===== config.mk =====
export PLATFORM = sky130hd
export DESIGN_NAME = pseq_ctrl
export DESIGN_NICKNAME = d
export VERILOG_FILES = /design/src/rtl/pseq_pkg.sv /design/src/rtl/pseq_sync.sv /design/src/rtl/pseq_button.sv /design/src/rtl/pseq_fsm.sv /design/src/rtl/pseq_ctrl.sv
export SDC_FILE = /design/constraint.sdc
export NUM_CORES = 1
export LEC_CHECK = 0
export ABC_AREA = 1
export CORE_MARGIN = 1
export CORE_UTILIZATION = 53
export CTS_CLUSTER_DIAMETER = 150
export DETAILED_ROUTE_END_ITERATION = 10
export PLACE_DENSITY_LB_ADDON = 0.08
export SETUP_SLACK_MARGIN = 0.5
export SKIP_LAST_GASP = 1
export SYNTH_ARGS = -nofsm -noshare
export SYNTH_HDL_FRONTEND = slang
export SYNTH_SLANG_ARGS = --single-unit

===== constraint.sdc =====
create_clock -name clk -period 1.95 [get_ports clk]
set_input_delay 0.39 -clock clk [delete_from_list [all_inputs] [get_ports clk]]
set_output_delay 0.39 -clock clk [all_outputs]
set_load 0.02 [all_outputs]

===== src/rtl/pseq_pkg.sv =====
package pseq_pkg;
   typedef enum logic [2:0] {
      ST_OFF  = 3'd0,
      ST_UP   = 3'd1,
      ST_RUN  = 3'd2,
      ST_ASK  = 3'd3,
      ST_DOWN = 3'd4
   } pseq_state_t;

   function automatic int unsigned max2(input int unsigned a, input int unsigned b);
      return (a > b) ? a : b;
   endfunction
endpackage


===== src/rtl/pseq_sync.sv =====
module pseq_sync #(
   parameter int unsigned W      = 1,
   parameter int unsigned STAGES = 2
) (
   input  logic         clk,
   input  logic         rst_n,
   input  logic [W-1:0] d,
   output logic [W-1:0] q
);
   generate
      if (STAGES == 0) begin : g_pass
         assign q = d;
      end else begin : g_chain
         logic [W-1:0] stg [STAGES];
         always_ff @(posedge clk or negedge rst_n) begin
            if (!rst_n) begin
               for (int i = 0; i < STAGES; i++) stg[i] <= '0;
            end else begin
               stg[0] <= d;
               for (int i = 1; i < STAGES; i++) stg[i] <= stg[i-1];
            end
         end
         assign q = stg[STAGES-1];
      end
   endgenerate
endmodule


===== src/rtl/pseq_button.sv =====
module pseq_button #(
   parameter int unsigned DEB_CYCLES  = 10000,
   parameter int unsigned LONG_CYCLES = 15000000,
   parameter int unsigned SYNC_STAGES = 2
) (
   input  logic clk,
   input  logic rst_n,
   input  logic btn_raw,
   output logic short_evt,
   output logic long_evt
);
   localparam int unsigned DW = $clog2(DEB_CYCLES) + 1;
   localparam int unsigned HW = $clog2(LONG_CYCLES) + 1;

   logic          btn_s;
   logic          held;
   logic [DW-1:0] dcnt;
   logic [HW-1:0] hcnt;
   logic          flip;

   pseq_sync #(.W(1), .STAGES(SYNC_STAGES)) i_sync (
      .clk(clk), .rst_n(rst_n), .d(btn_raw), .q(btn_s)
   );

   assign flip = (btn_s != held) && (dcnt == DW'(DEB_CYCLES - 1));

   always_ff @(posedge clk or negedge rst_n) begin
      if (!rst_n) begin
         held      <= 1'b0;
         dcnt      <= '0;
         hcnt      <= '0;
         short_evt <= 1'b0;
         long_evt  <= 1'b0;
      end else begin
         if (btn_s != held) begin
            if (flip) begin
               held <= btn_s;
               dcnt <= '0;
            end else begin
               dcnt <= dcnt + 1'b1;
            end
         end else begin
            dcnt <= '0;
         end

         if (!held)
            hcnt <= '0;
         else if (hcnt < HW'(LONG_CYCLES))
            hcnt <= hcnt + 1'b1;

         long_evt  <= held && (hcnt == HW'(LONG_CYCLES - 1));
         short_evt <= held && !btn_s && flip && (hcnt < HW'(LONG_CYCLES - 1));
      end
   end
endmodule


===== src/rtl/pseq_fsm.sv =====
module pseq_fsm
   import pseq_pkg::*;
#(
   parameter int unsigned N_RAILS    = 3,
   parameter int unsigned PG_TIMEOUT = 100000,
   parameter int unsigned GAP_CYCLES = 1000
) (
   input  logic               clk,
   input  logic               rst_n,
   input  logic               short_evt,
   input  logic               long_evt,
   input  logic               host_off,
   input  logic [N_RAILS-1:0] pg,
   output logic [N_RAILS-1:0] rail_en,
   output logic               sys_run,
   output logic               shdn_irq,
   output logic               fault_flag
);
   localparam int unsigned IW   = (N_RAILS > 1) ? $clog2(N_RAILS) : 1;
   localparam int unsigned TW   = $clog2(max2(PG_TIMEOUT, GAP_CYCLES)) + 1;
   localparam logic [IW-1:0] TOP = IW'(N_RAILS - 1);

   pseq_state_t        st;
   logic [IW-1:0]      idx;
   logic [TW-1:0]      tmr;
   logic [N_RAILS-1:0] below;
   logic               lower_lost;
   logic               any_lost;

   always_comb begin
      below = rail_en;
      below[idx] = 1'b0;
   end
   assign lower_lost = |(below & ~pg);
   assign any_lost   = |(~pg);
   assign sys_run    = (st == ST_RUN) || (st == ST_ASK);

   always_ff @(posedge clk or negedge rst_n) begin
      if (!rst_n) begin
         st         <= ST_OFF;
         idx        <= '0;
         tmr        <= '0;
         rail_en    <= '0;
         shdn_irq   <= 1'b0;
         fault_flag <= 1'b0;
      end else begin
         case (st)
            ST_OFF: begin
               if (short_evt) begin
                  fault_flag <= 1'b0;
                  rail_en    <= N_RAILS'(1);
                  idx        <= '0;
                  tmr        <= '0;
                  st         <= ST_UP;
               end
            end
            ST_UP: begin
               if (long_evt) begin
                  tmr <= '0;
                  st  <= ST_DOWN;
               end else if (lower_lost) begin
                  fault_flag <= 1'b1;
                  tmr        <= '0;
                  st         <= ST_DOWN;
               end else if (pg[idx]) begin
                  tmr <= '0;
                  if (idx == TOP) begin
                     st <= ST_RUN;
                  end else begin
                     idx               <= idx + 1'b1;
                     rail_en[idx + 1'b1] <= 1'b1;
                  end
               end else if (tmr == TW'(PG_TIMEOUT - 1)) begin
                  fault_flag <= 1'b1;
                  tmr        <= '0;
                  st         <= ST_DOWN;
               end else begin
                  tmr <= tmr + 1'b1;
               end
            end
            ST_RUN, ST_ASK: begin
               if (any_lost) begin
                  fault_flag <= 1'b1;
                  shdn_irq   <= 1'b0;
                  tmr        <= '0;
                  st         <= ST_DOWN;
               end else if (long_evt || host_off) begin
                  shdn_irq <= 1'b0;
                  tmr      <= '0;
                  st       <= ST_DOWN;
               end else if (short_evt && st == ST_RUN) begin
                  shdn_irq <= 1'b1;
                  st       <= ST_ASK;
               end
            end
            ST_DOWN: begin
               if (tmr == '0) begin
                  rail_en[idx] <= 1'b0;
                  if (idx == '0) begin
                     st <= ST_OFF;
                  end else begin
                     idx <= idx - 1'b1;
                     tmr <= TW'(GAP_CYCLES - 1);
                  end
               end else begin
                  tmr <= tmr - 1'b1;
               end
            end
            default: st <= ST_OFF;
         endcase
      end
   end
endmodule


===== src/rtl/pseq_ctrl.sv =====
module pseq_ctrl #(
   parameter int unsigned N_RAILS     = 3,
   parameter int unsigned DEB_CYCLES  = 10000,
   parameter int unsigned LONG_CYCLES = 15000000,
   parameter int unsigned PG_TIMEOUT  = 100000,
   parameter int unsigned GAP_CYCLES  = 1000,
   parameter int unsigned SYNC_STAGES = 2
) (
   input  logic               clk,
   input  logic               rst_n,
   input  logic               btn_in,
   input  logic               host_off,
   input  logic [N_RAILS-1:0] rail_pg,
   output logic [N_RAILS-1:0] rail_en,
   output logic               sys_run,
   output logic               shdn_irq,
   output logic               fault_flag
);
   generate
      if (N_RAILS < 2) begin : g_bad_rails
         $error("pseq_ctrl: N_RAILS must be at least 2");
      end
      if (DEB_CYCLES < 1) begin : g_bad_deb
         $error("pseq_ctrl: DEB_CYCLES must be at least 1");
      end
      if (LONG_CYCLES <= DEB_CYCLES) begin : g_bad_long
         $error("pseq_ctrl: LONG_CYCLES must exceed DEB_CYCLES");
      end
      if (PG_TIMEOUT < 2 || GAP_CYCLES < 1) begin : g_bad_tmr
         $error("pseq_ctrl: timer limits out of range");
      end
   endgenerate

   logic [N_RAILS-1:0] pg_s;
   logic               off_s;
   logic               short_evt;
   logic               long_evt;

   pseq_sync #(.W(N_RAILS), .STAGES(SYNC_STAGES)) i_pg_sync (
      .clk(clk), .rst_n(rst_n), .d(rail_pg), .q(pg_s)
   );

   pseq_sync #(.W(1), .STAGES(SYNC_STAGES)) i_off_sync (
      .clk(clk), .rst_n(rst_n), .d(host_off), .q(off_s)
   );

   pseq_button #(
      .DEB_CYCLES(DEB_CYCLES), .LONG_CYCLES(LONG_CYCLES), .SYNC_STAGES(SYNC_STAGES)
   ) i_button (
      .clk(clk), .rst_n(rst_n), .btn_raw(btn_in),
      .short_evt(short_evt), .long_evt(long_evt)
   );

   pseq_fsm #(
      .N_RAILS(N_RAILS), .PG_TIMEOUT(PG_TIMEOUT), .GAP_CYCLES(GAP_CYCLES)
   ) i_fsm (
      .clk(clk), .rst_n(rst_n),
      .short_evt(short_evt), .long_evt(long_evt), .host_off(off_s),
      .pg(pg_s), .rail_en(rail_en), .sys_run(sys_run),
      .shdn_irq(shdn_irq), .fault_flag(fault_flag)
   );
endmodule


; ---- Word-level counts from Yosys, hierarchy flattened
; Cells that the tools add are included.
[op_classes]
n_bitwise = 5
shifts = 0
reduce_logical = 28
mul = 0
muxes = 56
order_cmp = 6
eq_ne = 26
n_div = 0
addsub = 6
[ops]
columns = operator, count
row1 = 2-to-1 mux 18 bit, 9
row2 = one-hot mux 18 bit (4 select lines), 1
row3 = "less-than comparator 25 x 24 -> 1 bit, second input constant", 2
row4 = 2-to-1 mux 25 bit, 2
row5 = 2-to-1 mux 3 bit, 16
row6 = 2-to-1 mux 15 bit, 2
row7 = "adder 25 x 1 -> 25 bit, second input constant", 1
row8 = "== test 25 x 24 -> 1 bit, second input constant", 1
row9 = "adder 18 x 1 -> 18 bit, second input constant", 1
row10 = "== test 18 x 17 -> 1 bit, second input constant", 1
row11 = zero test 18 bit, 1
row12 = "subtractor 18 x 1 -> 18 bit, second input constant", 1
row13 = "adder 15 x 1 -> 15 bit, second input constant", 1
row14 = "== test 15 x 14 -> 1 bit, second input constant", 1
row15 = 2-to-1 mux 2 bit, 7
row16 = 2-to-1 mux 1 bit, 12
row17 = "inequality test 2 bit, second input constant", 6
row18 = one-hot mux 3 bit (4 select lines), 1
row19 = AND reduction 6 bit, 2
row20 = one-hot mux 3 bit (3 select lines), 1
row21 = nonzero test 3 bit, 3
row22 = logical AND 1 bit, 8
row23 = "inequality test 2 x 1 -> 1 bit, second input constant", 4
row24 = AND reduction 8 bit, 1
row25 = 32 further kinds, 42
[word_totals]
ram_bits = 0
wordCells = 144
input_bits = 7
latchBits = 0
output_inout_bits = 6
mem_bits_ro = 0
memories = 0
register_bits = 81

; ---- Logic depth before layout (Yosys ltp)
[depth]
depth_word = 11
depth_mapped = 13
ltp_nobuf = 12

; ---- Modules after synthesis
; A second synthesis with hierarchy kept.
[unflattened]
cells_unflattened = 860
hier_area_um2 = 5854.4
[modules_own_cells]
columns = mod, n_inst, seq_area_each_um2, area_per_inst_um2, cells_per_inst
row1 = pseq_fsm, 1, 700.7, 2827.7, 442
row2 = pseq_button, 1, 1076.0, 2753.9, 405
row3 = pseq_sync (i_pg_sync), 1, 150.1, 172.7, 9
row4 = pseq_sync (i_button.i_sync ...), 2, 50.0, 50.0, 2

; ---- Least setup slack after synthesis
; No wires, ideal clock.
[synth_timing]
path_kind = register to register
from = reg i_fsm.idx[0]
to = reg i_fsm.tmr[9]
n_path_buf = 1
setup_ps = 65
stages_incl_launch_ff = 14
period_less_slack_ps = 1688
slack_ps = 262
arrival_ps = 1623
t_required_ps = 1885
cell_sequence = dfrtp_1 -> inv_2 -> ha_1 -> inv_2 -> nand3_1 -> nand3_2 -> nor2_2 -> nand2_1 -> nor2_4 -> buf_6 -> nand2_2 -> nand2_1 -> nand2_1 -> nand2_1
[synth_via]
elab_chain_len = 11
elab_cells_between_ends = 18
classes_between = order compare (2) / eq/ne (1) / mux (8) / bitwise (3) / reduce/logical (4)
[synth_lines]
columns = item, line_no
row1 = from (decl), pseq_fsm.sv:24  ; logic [IW-1:0] idx;
row2 = from (signal assigned), pseq_fsm.sv:70  ; idx <= idx + 1'b1;
row3 = from (signal assigned), pseq_fsm.sv:102  ; idx <= idx - 1'b1;
row4 = less-than comparator 2 x 3 -> 1 bit (implied by the code) / greater-or-equal comparator 2 x 1 -> 1 bit (equally long branches), pseq_fsm.sv:32  ; below[idx] = 1'b0;
row5 = logical AND 1 bit (implied by the code), pseq_fsm.sv:32
row6 = 2-to-1 mux 1 bit (implied by the code), pseq_fsm.sv:32
row7 = demux 1 bit (select 2 bit), --
row8 = inverter 3 bit (no source line), --
row9 = AND 3 bit (no source line), --
row10 = AND 3 bit, pseq_fsm.sv:34  ; assign lower_lost = |(below & ~pg);
row11 = OR reduction 3 bit, pseq_fsm.sv:34
row12 = 2-to-1 mux 18 bit, pseq_fsm.sv:61  ; end else if (lower_lost) begin
row13 = 2-to-1 mux 18 bit, pseq_fsm.sv:58  ; if (long_evt) begin
row14 = one-hot mux 18 bit (4 select lines), pseq_fsm.sv:47  ; case (st)
row15 = to (signal assigned), pseq_fsm.sv:78  ; tmr <= tmr + 1'b1;
row16 = to (signal assigned), pseq_fsm.sv:103  ; tmr <= TW'(GAP_CYCLES - 1);
row17 = to (signal assigned), pseq_fsm.sv:106  ; tmr <= tmr - 1'b1;
row18 = to (decl), pseq_fsm.sv:25  ; logic [TW-1:0] tmr;
; Several ways; a longest one is shown, not always the timed one. The select of a mux whose other input is x is not followed.
; A chain may end at the register's enable or synchronous reset.

; ---- Final worst setup path
[layout_timing]
from = reg i_fsm.tmr[0]
to = reg i_fsm.tmr[2]
[layout_via]
elab_chain_len = 6
elab_cells_between_ends = 12
classes_between = add/sub (2) / eq/ne (2) / mux (6) / reduce/logical (2)
[layout_lines]
columns = item, line_no
row1 = adder 18 x 1 -> 18 bit / == test 18 x 17 -> 1 bit (equally long branches), "pseq_fsm.sv:78, pseq_fsm.sv:73"
row2 = 2-to-1 mux 18 bit, pseq_fsm.sv:73  ; end else if (tmr == TW'(PG_TIMEOUT - 1)) begin
row3 = 2-to-1 mux 18 bit, pseq_fsm.sv:65  ; end else if (pg[idx]) begin
row4 = 2-to-1 mux 18 bit, pseq_fsm.sv:61
row5 = 2-to-1 mux 18 bit, pseq_fsm.sv:58
row6 = one-hot mux 18 bit (4 select lines), pseq_fsm.sv:47
; Several ways; a longest one is shown, not always the timed one.

==> metrics.yaml <==
crit_path_end_kind: "flip-flop"
cp.required_ns: 2.21
overflow: 0
grt_pass1_vias: 5615
r2r_start: "i_fsm.tmr[0]$_DFFE_PN0P_"
worst_r2r_endpoint: "i_fsm.tmr[2]$_DFFE_PN0P_"
fin_cells: 1037
cap_violations: 0
synth_xor_area_share_pct: 5.380
gp_congestion: 0.8973
core_area_um2: 10370
switching_share_pct: 23.54
grt_first_pass_wirelength_um: 25900
worstSetupPathType: "flip-flop to flip-flop"
synth_edf_count: 0
synth_area_leaders: "dfrtp_1 36%, nand2_1 16%, nor2_1 7.3%"
final_util_pct: 72.16
finalSetupTns_ns: 0
grt_max_degree: 82
multi_input_area_um2: 3880
cts_tree: "yes"
p_clk_share_pct: 41.0
r2r_cells: 12
antenna_cells: 0
cts.sink_count: 81
power_density_nw_per_um2: 413.3
final_antenna_net_count: 0
wl_per_cell_um: 15.56
ir_drop_uv: 461.9
post_dp_cell_area_um2: 6085
synth_top_family_by_area: "simple AND/OR/NAND/NOR gates"
numCtsBuffers: 9
seqPwrFrac_pct: 55.1
clk_pin_slew_ns: 0.09
finalSetupViolCount: 0
io_pins: 13
final_cell_mix: "198 x nand2_1, 89 x nor2_1, 71 x dfrtp_1"
dp_hpwl_um: 9457
cp-start-kind: "flip-flop"
avgSynthCellArea_um2: 7.000
max_slew.worst_pin.slew_ns: 0.7704
ys_ff_latch: 81
netlist_area_um2: 5698
regArea_um2: 2039
htreeDepth: 3
vias_per_cell: 5.572
nNetsFinal: 912
drc_errors: 0
fin_worst_skew_ns: 0.01385
async_reset_ff_share_pct: 100.0
dpl.cell_count: 956
start_util_pct: 54.95
critPathMaxFanout: 4
routed_wl_um: 16140
ys.flop_type: "dfrtp_1"
drive_above_1_share_pct: 33.41
hold_class: "primary input to asynchronous set/reset pin"
final_common_cell: "nand2_1"
synth_top_area_share_pct: 35.57
muxShareOfSynthArea_pct: 0
grt_usage_pct: 28.89
p_int_mw: 2.365
ys_types: 41
synthToLayoutAreaGrowth_pct: 31.34
final_cell_area_um2: 7483
drv_slew: 0
power_frac_comb_pct: 3.9
rsz0062_at_grt: "true"
rows: 37
fmax_mhz: 518.5
hold_viol_final: 0
fin_crit_ns: 1.929
switchingPower_mw: 0.7281
leakage_nw: 3.377
synth_fa_ha_area_share_pct: 1.976
die_h_um: 105.7
period_share_pct: 98.91
drt_iter0_drc: 373
drt-pass1-iter-count: 5
synth_nets: 830
relSlewSlack_pct: 48.58
synth_compound_area_share_pct: 5.556
yosys_warnings: 0
ff2ff_setup_slack_ns: 0.02
hold_buffers: 0
die_w_um: 105.7
synth_top_area_cell: "dfrtp_1"
portBuffers: 12
power.total_mw: 3.093
ys_seq_area_share_pct: 35.57
antenna_found_initial: 0
clk_path_buf_depth: 2
fillers: 800
vias: 5778
status: "finished clean"
synthCells: 814
die-area_um2: 11170
clockRootBuffer: "clkbuf_8"
clk_latency_ns: 0.37
yosys.area_share.simple_pct: 42.56
arrival_ns: 2.19
## critical path: stages (launching register included)
cell and delay [ns]:
dfrtp_1 0.43, ha_2 0.22, nand4_1 0.20, nor2_1 0.21, nand2_2 0.12, nand2_4 0.10
nor2_4 0.05, buf_6 0.12, buf_16 0.13, nand2_4 0.05, nand2_2 0.05, nand2_2 0.06
nand2_1 0.06
## flip-flops by register name (all words and copies together), names as in the netlist, 2 cells and up
register               cells
i_pg_sync.g_chain.stg      3
i_fsm.rail_en              3
i_fsm.st                   3
i_button.dcnt             15
i_fsm.idx                  2
i_fsm.tmr                 18
i_button.hcnt             25
i_pg_sync.q                3
## synthesized netlist by cell type (11+ instances only)
cell / n
buf_6: 11
dfrtp_1: 81
inv_1: 84
nand2_1: 247
nand3_1: 83
nand4_1: 29
nor2_1: 111
nor3_1: 11
o21ai_0: 25
xor2_1: 30
## cell families after synthesis
logic type | count (synthesis)
adder cells (fa/ha/maj) | 9
AND/OR/NAND/NOR | 527
flip-flops | 81
buffers and inverters | 110
XOR/XNOR | 35
AO/OA/AOI/OAI | 52
## power groups by stage
stage	registers [mW]	clock network, mW	logic [mW]
5_1_grt	1.71	1.36	0.136
6_report	1.70	1.27	0.121
2_1_floorplan	1.74	0	0.0299
3_3_place_gp	1.74	0	0.0863
3_5_place_dp	1.74	0	0.0878
4_1_cts	1.70	1.31	0.111
## routing by layer
metal / wire [um] / GRT usage, % / vias to the layer above
met4: 393 / 11.61 / 0
met5: 0 / 0 / -
li1: - / - / 2787
met3: 1089 / 5.009 / 42
met1: 6678 / 36.21 / 2699
met2: 7977 / 49.21 / 250
## area by class of cell
cell class	count	share of cell area (%)
clock buffer	11	1.889
clock inverter	5	0.7357
inverter	91	4.899
multi-input combinational	627	51.85
sequential	81	27.25
tap	136	2.274
timing repair buffer	86	11.10
## worst max-delay path by stage
stage / start / end / slack, ns / depth (start not counted)
finish: i_fsm.tmr[0]$_DFFE_PN0P_ / i_fsm.tmr[2]$_DFFE_PN0P_ / 0.02 / 12
global route: i_fsm.tmr[0]$_DFFE_PN0P_ / i_fsm.tmr[2]$_DFFE_PN0P_ / -0.04 / 12
floorplan: i_fsm.tmr[0]$_DFFE_PN0P_ / i_fsm.tmr[14]$_DFFE_PN0P_ / 0.30 / 12
detailed placement: i_fsm.idx[1]$_DFFE_PN0P_ / i_fsm.tmr[7]$_DFFE_PN0P_ / 0.14 / 13
CTS: i_fsm.idx[0]$_DFFE_PN0P_ / i_fsm.tmr[8]$_DFFE_PN0P_ / 0.21 / 14
global placement: i_fsm.idx[1]$_DFFE_PN0P_ / i_fsm.tmr[7]$_DFFE_PN0P_ / 0.17 / 13
## through the flow
step / hold WS [ns] / setup slack (ns)
2_1_floorplan: 0.09441 / 0.3030
3_3_place_gp: 0.3338 / 0.1736
3_5_place_dp: 0.3379 / 0.1408
4_1_cts: 0.03418 / 0.2106
5_1_grt: 0.06427 / -0.04286
6_report: 0.02303 / 0.02121
## repair_timing
action,in CTS,in global routing
pin swaps,48,38
setup endpoints to repair,67,66
setup buffers,43,15
gates resized for setup,120,75
cloned,7,0
Power figures use the tool's default switching activity.
